$ cat config.mk
export PLATFORM = sky130hd
export DESIGN_NAME = hs_eager_fork
export DESIGN_NICKNAME = d
export VERILOG_FILES = /design/src/rtl/efork_pkg.sv /design/src/rtl/efork_leg.sv /design/src/rtl/efork_ack.sv /design/src/rtl/hs_eager_fork.sv
export SDC_FILE = /design/constraint.sdc
export NUM_CORES = 1
export LEC_CHECK = 0
export ABC_CLOCK_PERIOD_IN_PS = 1000
export BUFFER_PORTS_ARGS = -buffer_cell sky130_fd_sc_hd__buf_4
export CAP_MARGIN = 40
export CORE_MARGIN = 3
export CORE_UTILIZATION = 25
export DETAILED_ROUTE_END_ITERATION = 16
export PLACE_DENSITY = 0.73
export REMOVE_ABC_BUFFERS = 1
export SYNTH_ARGS = -nofsm -noshare
export SYNTH_HDL_FRONTEND = slang
export SYNTH_SLANG_ARGS = --single-unit
$ cat constraint.sdc
create_clock -name clk -period 1 [get_ports clk]
set_clock_uncertainty 0.1 [all_clocks]
set_input_delay 0.05 -clock clk [delete_from_list [all_inputs] [get_ports clk]]
set_output_delay 0.05 -clock clk [all_outputs]
set_load 0.01 [all_outputs]
$ cat src/rtl/efork_pkg.sv
package efork_pkg;

  // Smallest meaningful number of fork outputs.
  localparam int unsigned MIN_LEGS = 2;

  // Per-output record of the current token.
  typedef enum logic {
    LEG_OPEN  = 1'b0,  // token still owed to this output
    LEG_TAKEN = 1'b1   // output already consumed the current token
  } leg_st_e;

endpackage

$ cat src/rtl/efork_leg.sv
module efork_leg
  import efork_pkg::*;
(
  input  logic clk,
  input  logic rst,
  input  logic src_valid,
  input  logic src_ack,
  input  logic dst_ready,
  output logic dst_valid,
  output logic leg_done
);

  leg_st_e st_q;
  leg_st_e st_d;

  // Offer the token only while this output has not consumed it yet.
  assign dst_valid = src_valid && (st_q == LEG_OPEN);

  // Satisfied either by a handshake now or by one in an earlier cycle.
  assign leg_done = (dst_valid && dst_ready) || (st_q == LEG_TAKEN);

  // Remember consumption unless the input token retires at this edge.
  always_comb begin
    if (leg_done && !src_ack) st_d = LEG_TAKEN;
    else                      st_d = LEG_OPEN;
  end

  always_ff @(posedge clk) begin
    if (rst) st_q <= LEG_OPEN;
    else     st_q <= st_d;
  end

endmodule

$ cat src/rtl/efork_ack.sv
module efork_ack #(
  parameter int unsigned NUM_OUT = 2
) (
  input  logic [NUM_OUT-1:0] done_vec,
  output logic               all_done
);

  assign all_done = &done_vec;

endmodule

$ cat src/rtl/hs_eager_fork.sv
module hs_eager_fork
  import efork_pkg::*;
#(
  parameter int unsigned NUM_OUT = 4,
  parameter int unsigned DATA_W  = 16
) (
  input  logic                      clk,
  input  logic                      rst,
  input  logic                      in_valid,
  output logic                      in_ready,
  input  logic [DATA_W-1:0]         in_data,
  output logic [NUM_OUT-1:0]        out_valid,
  input  logic [NUM_OUT-1:0]        out_ready,
  output logic [NUM_OUT*DATA_W-1:0] out_data
);

  // NUM_OUT is expected to be at least MIN_LEGS.
  localparam int unsigned BUS_W = NUM_OUT * DATA_W;

  logic [NUM_OUT-1:0] done_vec;
  logic               ack;

  for (genvar g = 0; g < NUM_OUT; g++) begin : g_leg
    efork_leg u_leg (
      .clk       (clk),
      .rst       (rst),
      .src_valid (in_valid),
      .src_ack   (ack),
      .dst_ready (out_ready[g]),
      .dst_valid (out_valid[g]),
      .leg_done  (done_vec[g])
    );

    // Payload is forwarded; the producer holds it until acknowledged.
    assign out_data[g*DATA_W +: DATA_W] = in_data;
  end

  efork_ack #(.NUM_OUT(NUM_OUT)) u_ack (
    .done_vec (done_vec),
    .all_done (ack)
  );

  assign in_ready = ack;

  logic [BUS_W-1:0] unused_bus_w;
  assign unused_bus_w = out_data;

endmodule

==> flow_summary_export.csv, run 1 <==
group,metric,value,unit
outcome,status,"complete, but fails checks",
outcome,violations,"negative setup slack",
setup_path,slowest_delay,0.32,ns
floorplan,fp-row-count,18,
placed_design,gp_congestion,0.6942,
global_route,antenna_found_initial,0,
setup_path,timing.rr.start,"g_leg[0].u_leg.st_q",
layout,fillers,295,
clock_network,cts_root_buf,"clkbuf_4",
sta,hold_viol_final,0,
drt,wl,1948,um
setup_path,cp.required,0.85,ns
setup_path,crit_chain,"a21oi_2, nor4_2, buf_4",
sta,min_period,1.186,ns
floorplan,die-area,0.003558,mm^2
drt,drc_errors,0,
layout,synthToLayoutAreaGrowth,-41.74,%
layout,drive_gt1_share,75.00,%
floorplan,pin_count,92,
clock_network,cts_tree,"yes",
sta,finalSetupViolCount,7,
global_route,grt_usage,11.07,%
drt,drt.antenna.violating_nets,0,
layout,top_regs,"g_leg.u_leg.st_q x4",
sta,min_period_over_period,118.6,%
clock_network,cts_buffers,3,
placed_design,io_buffers,11,
clock_network,cts_max_level,1,
setup_path,critPathTopFamily,"flip-flops",
clock_network,clk_latency,0.23,ns
power_and_ir_drop,p_leak,0.1814,nW
power_and_ir_drop,p_total,0.5394,mW
power_and_ir_drop,pwr_density_cell,1287,mW/mm^2
setup_path,critPathKind,"flip-flop to output port",
setup_path,endpoint_kind,"output port",
drt,initialDrtViolationCount,7,
floorplan,die_w,59.65,um
layout,top_register,"g_leg.u_leg.st_q",
yosys,synthCells,90,
placed_design,place_ws,-0.004536,ns
min_path,whs_path_depth,0,
global_route,globalRouteOverflowTotal,0,
clock_network,clockBufferDepth,2,
setup_path,critPathSlowestCell,"dfxtp_2",
floorplan,dieHeight,59.65,um
global_route,grt_pass1_vias,392,
sta,final-max-slew-violation-count,0,
layout,antennaDiodeCount,0,
drt,wire_per_inst,27.83,um
yosys,synth_seq_cells,4,
floorplan,start_util,27.54,%
setup_path,worstRegToRegCells,3,
sta,worstMarginPinSlew,0.2929,ns
yosys,yosys_warnings,0,
min_path,min_to,"out_data[0]",
yosys,ys_types,9,
yosys,syn_area,719.4,um^2
clock_network,clkSinkCount,4,
floorplan,core,0.002613,mm^2
min_path,hold_start,"in_data[0]",
setup_path,crit_path_max_fanout,2,
yosys,syn_avg_cell_area,7.994,um^2
power_and_ir_drop,ir_drop,0.2771,mV
layout,nets,65,
drt,viasPerCell,4.914,
layout,largest_reg_flops,4,
global_route,grt_first_pass_wirelength,2656,um
min_path,hp-class,"input pin to output port",
sta,fmax,843.2,MHz
global_route,grt_start_max_net_pins,13,
drt,dr_total_vias,344,
sta,relSlewSlack,80.47,%
clock_network,clkTransAtPathRegs,0.04,ns
setup_path,r2r_slack,-0.10,ns
run,maxCapViolCount,0,
yosys,ys_seq_area_share,11.13,%
sta,rsz0062_at_grt,"true",
sta,finalWorstSetupSlack,-0.1859,ns
setup_path,path_buf_inv,1,
setup_path,cp-start-kind,"flip-flop",
setup_path,r2r-end,"g_leg[3].u_leg.st_q",
setup_path,cp.arrival,1.04,ns
drt,firstDrtPassIters,2,
[layout by cell type, fill, tap and decap left out, drive strengths merged]
master and n:
buf 15, clkbuf 3, dfxtp 4, a311oi 4, a21o 4, a21oi 4, dlygate4sd3 1, nor2b 4
nor4 1
[per-layer routing]
layer	global-route usage [%]	part of all wire [%]
met3	14.81	27
met2	13.58	41
met1	11.00	32
met5	0	0
met4	2.848	0.10
[worst max-delay path by stage]
stage | cells after the start | slack [ns] | start | endpoint
final | 3 | -0.19 | g_leg[0].u_leg.st_q | in_ready
after global routing | 3 | -0.26 | g_leg[0].u_leg.st_q | in_ready
after CTS | 3 | -0.22 | g_leg[0].u_leg.st_q | in_ready
after detailed placement | 3 | -0.005 | g_leg[3].u_leg.st_q | in_ready
after global placement | 3 | -0.02 | g_leg[3].u_leg.st_q | in_ready
after floorplan | 2 | 0.02 | g_leg[2].u_leg.st_q | in_ready
[power breakdown]
part           total (mW)  switching [mW]  internal (mW)
Clock               0.198          0.0642          0.134
Sequential          0.184         0.00877          0.175
Combinational       0.157          0.0741         0.0829
[cells in the mapped netlist]
library cell | count | area [um^2]
buf_6 | 1 | 11.26
nor2b_1 | 4 | 25.02
buf_4 | 68 | 510.5
nor4_1 | 1 | 6.260
a21o_2 | 1 | 8.760
a21oi_1 | 4 | 20.02
a311oi_1 | 4 | 35.03
dfxtp_1 | 4 | 80.08
a21o_1 | 3 | 22.52
[timing repair]
action | 4_1_cts | 5_1_grt
setup endpoints to repair | 2 | 9
endpoints found under the hold margin | 4 | 0
pin swaps | 4 | 2
gates resized for setup | 6 | 5
hold buffers | 1 | 0
setup buffers | 3 | 0
[final cells by class]
cell class	count	area (um^2)	share of cell area, %
Clock buffer	3	22.52	5.373
Multi-Input combinational cell	17	151.4	36.12
Sequential cell	4	85.08	20.30
Tap cell	30	37.54	8.955
Timing Repair Buffer	16	122.6	29.25
[cell families (layout without fill, tap and decap cells)]
group,Yosys count,after routing,share of synthesized area [%]
compound gates,12,12,12.00
flops,4,4,11.13
simple gates,5,5,4.348
buf+inv,69,19,72.52
[metrics by stage]
| stage | std cells | TNS [ns] | cell area, um^2 | utilization [%] | hold slack (ns) |
|---|---|---|---|---|---|
| floorplan | 21 | 0 | 197.7 | - | 0 |
| global placement | 63 | -0.01975 | 325.3 | 12.45 | 0.0002969 |
| detailed placement | 63 | -0.004536 | 325.3 | 12.45 | 0.0002969 |
| CTS | 70 | -0.6589 | 400.4 | 15.33 | 0.0002969 |
| global route | 70 | -0.9865 | 419.2 | 16.04 | 0.0002335 |
| finish | 70 | -0.6289 | 419.2 | 16.04 | 0.0002671 |
Power figures use the tool's default switching activity.
==> inputs of run 2 (changes only) <==
- CORE_MARGIN: 3 -> not set
- CORE_UTILIZATION: 25 -> 32
- PLACE_DENSITY: 0.73 -> 0.88
==> flow_summary_export.csv, run 2 (synthesis results as in run 1) <==
group,metric,value,unit
setup_path,critPathSlowestCell,"dfxtp_2",
sta,tns,-0.6643,ns
placed_design,place_ws,-0.03030,ns
drt,drt.antenna.violating_nets,0,
power_and_ir_drop,pwr_density_cell,1294,mW/mm^2
clock_network,clockBufferDepth,2,
floorplan,die-area,0.002442,mm^2
sta,hold_viol_final,0,
power_and_ir_drop,internal_power,0.3885,mW
setup_path,critPathKind,"flip-flop to output port",
layout,top_regs,"g_leg.u_leg.st_q x4",
global_route,globalRouteOverflowTotal,0,
floorplan,die_w,49.42,um
clock_network,cts_tree,"yes",
floorplan,dieHeight,49.42,um
setup_path,slowest_delay,0.32,ns
sta,timing.hold.ws,0.0002837,ns
global_route,grt_pass1_vias,378,
placed_design,gp_congestion,0.6407,
global_route,antenna_found_initial,0,
drt,drc_errors,0,
clock_network,cts_root_buf,"clkbuf_4",
min_path,hp-class,"input pin to output port",
floorplan,fp-row-count,16,
global_route,gr-max-usage-layer,"met2",
layout,largest_reg_flops,4,
global_route,grt_usage,14.78,%
setup_path,endpoint_kind,"output port",
drt,firstDrtPassIters,4,
setup_path,cp-start-kind,"flip-flop",
sta,fmax,843.3,MHz
setup_path,cp.arrival,1.04,ns
global_route,grtUsageMet2,21.00,%
setup_path,crit_chain,"a21oi_2, nor4_1, buf_4",
global_route,grt_start_max_net_pins,13,
outcome,status,"complete, but fails checks",
sta,final-max-slew-violation-count,0,
power_and_ir_drop,p_total,0.5294,mW
sta,worstMarginPinSlew,0.2684,ns
layout,synthToLayoutAreaGrowth,-43.13,%
global_route,met3_usage,13.08,%
layout,nets,64,
power_and_ir_drop,pwr-share-comb,29.1,%
clock_network,clkSinkCount,4,
clock_network,clk_latency,0.23,ns
layout,fin_cells,66,
layout,utilization,20.04,%
run,maxCapViolCount,0,
placed_design,io_buffers,11,
clock_network,cts_buffers,3,
outcome,violations,"negative setup slack",
placed_design,placedCellCount,59,
floorplan,pin_count,92,
floorplan,start_util,35.23,%
drt,wire_per_inst,28.39,um
layout,layout_commonest_cell,"buf_4",
drt,initialDrtViolationCount,8,
power_and_ir_drop,ir_drop,0.6151,mV
layout,fin_area,409.1,um^2
power_and_ir_drop,p_leak,0.1768,nW
power_and_ir_drop,switching_share,26.61,%
sta,min_period,1.186,ns
layout,antennaDiodeCount,0,
clock_network,clkTransAtPathRegs,0.03,ns
layout,final_cell_mix,"14 x buf_4, 4 x a311oi_2, 4 x dfxtp_2",
setup_path,crit_path_max_fanout,2,
sta,rsz0062_at_grt,"true",
power_and_ir_drop,p_seq_share,34.7,%
layout,fillers,230,
placed_design,hpwl,1541,um
global_route,grt_first_pass_wirelength,2470,um
sta,min_period_over_period,118.6,%
global_route,gr-usage-met1,11.90,%
layout,top_register,"g_leg.u_leg.st_q",
power_and_ir_drop,switchingPower,0.1409,mW
drt,wl,1874,um
drt,viasPerCell,5.424,
drt,dr_total_vias,358,
power_and_ir_drop,pwr-share-clk,36.1,%
sta,relSlewSlack,82.10,%
sta,finalSetupViolCount,7,
clock_network,cts_max_level,1,
setup_path,r2r_slack,-0.12,ns
setup_path,cp.required,0.85,ns
floorplan,core,0.002042,mm^2
layout,drive_gt1_share,74.36,%
sta,finalWorstSetupSlack,-0.1859,ns
placed_design,place_area,314.1,um^2
run 2: power by group through the flow:
stage	Combinational, mW	Clock (mW)	Sequential (mW)
final	0.154	0.191	0.184
after global routing	0.166	0.211	0.185
after CTS	0.136	0.203	0.182
after detailed placement	0.111	0	0.184
after global placement	0.105	0	0.184
after floorplan	0.0533	0	0.182
run 2: final cells by class:
| type | count | area (um^2) | share of cell area, % |
|---|---|---|---|
| Timing Repair Buffer | 15 | 115.1 | 28.13 |
| Tap cell | 27 | 33.78 | 8.257 |
| Sequential cell | 4 | 85.08 | 20.80 |
| Multi-Input combinational cell | 17 | 152.6 | 37.31 |
| Clock buffer | 3 | 22.52 | 5.505 |
run 2: worst paths after layout:
kind                       startpoint                   to  cells after the start
setup / recovery  g_leg[0].u_leg.st_q             in_ready                      3
hold / removal             in_data[0]          out_data[0]                      0
setup reg to reg  g_leg[3].u_leg.st_q  g_leg[0].u_leg.st_q                      3
hold reg to reg   g_leg[3].u_leg.st_q  g_leg[3].u_leg.st_q                      2
run 2: routing by layer:
layer	vias to the layer above	routed length (um)
met1	150	523
met5	-	0
met2	73	802
li1	124	-
met3	11	417
met4	0	131
run 2: what timing repair did:
item | CTS | global route
endpoints found under the setup margin | 2 | 7
hold endpoints to repair | 4 | 0
pin swaps | 4 | 1
hold buffers | 1 | 0
setup buffers | 3 | 0
resized for setup | 5 | 6
run 2: worst max-delay path: cells and delay by family, from the launching register on:
family / cells / cell delay (ns)
AO/OA/AOI/OAI: 1 / 0.04
buffers and inverters: 1 / 0.17
flip-flops: 1 / 0.32
AND/OR/NAND/NOR: 1 / 0.28
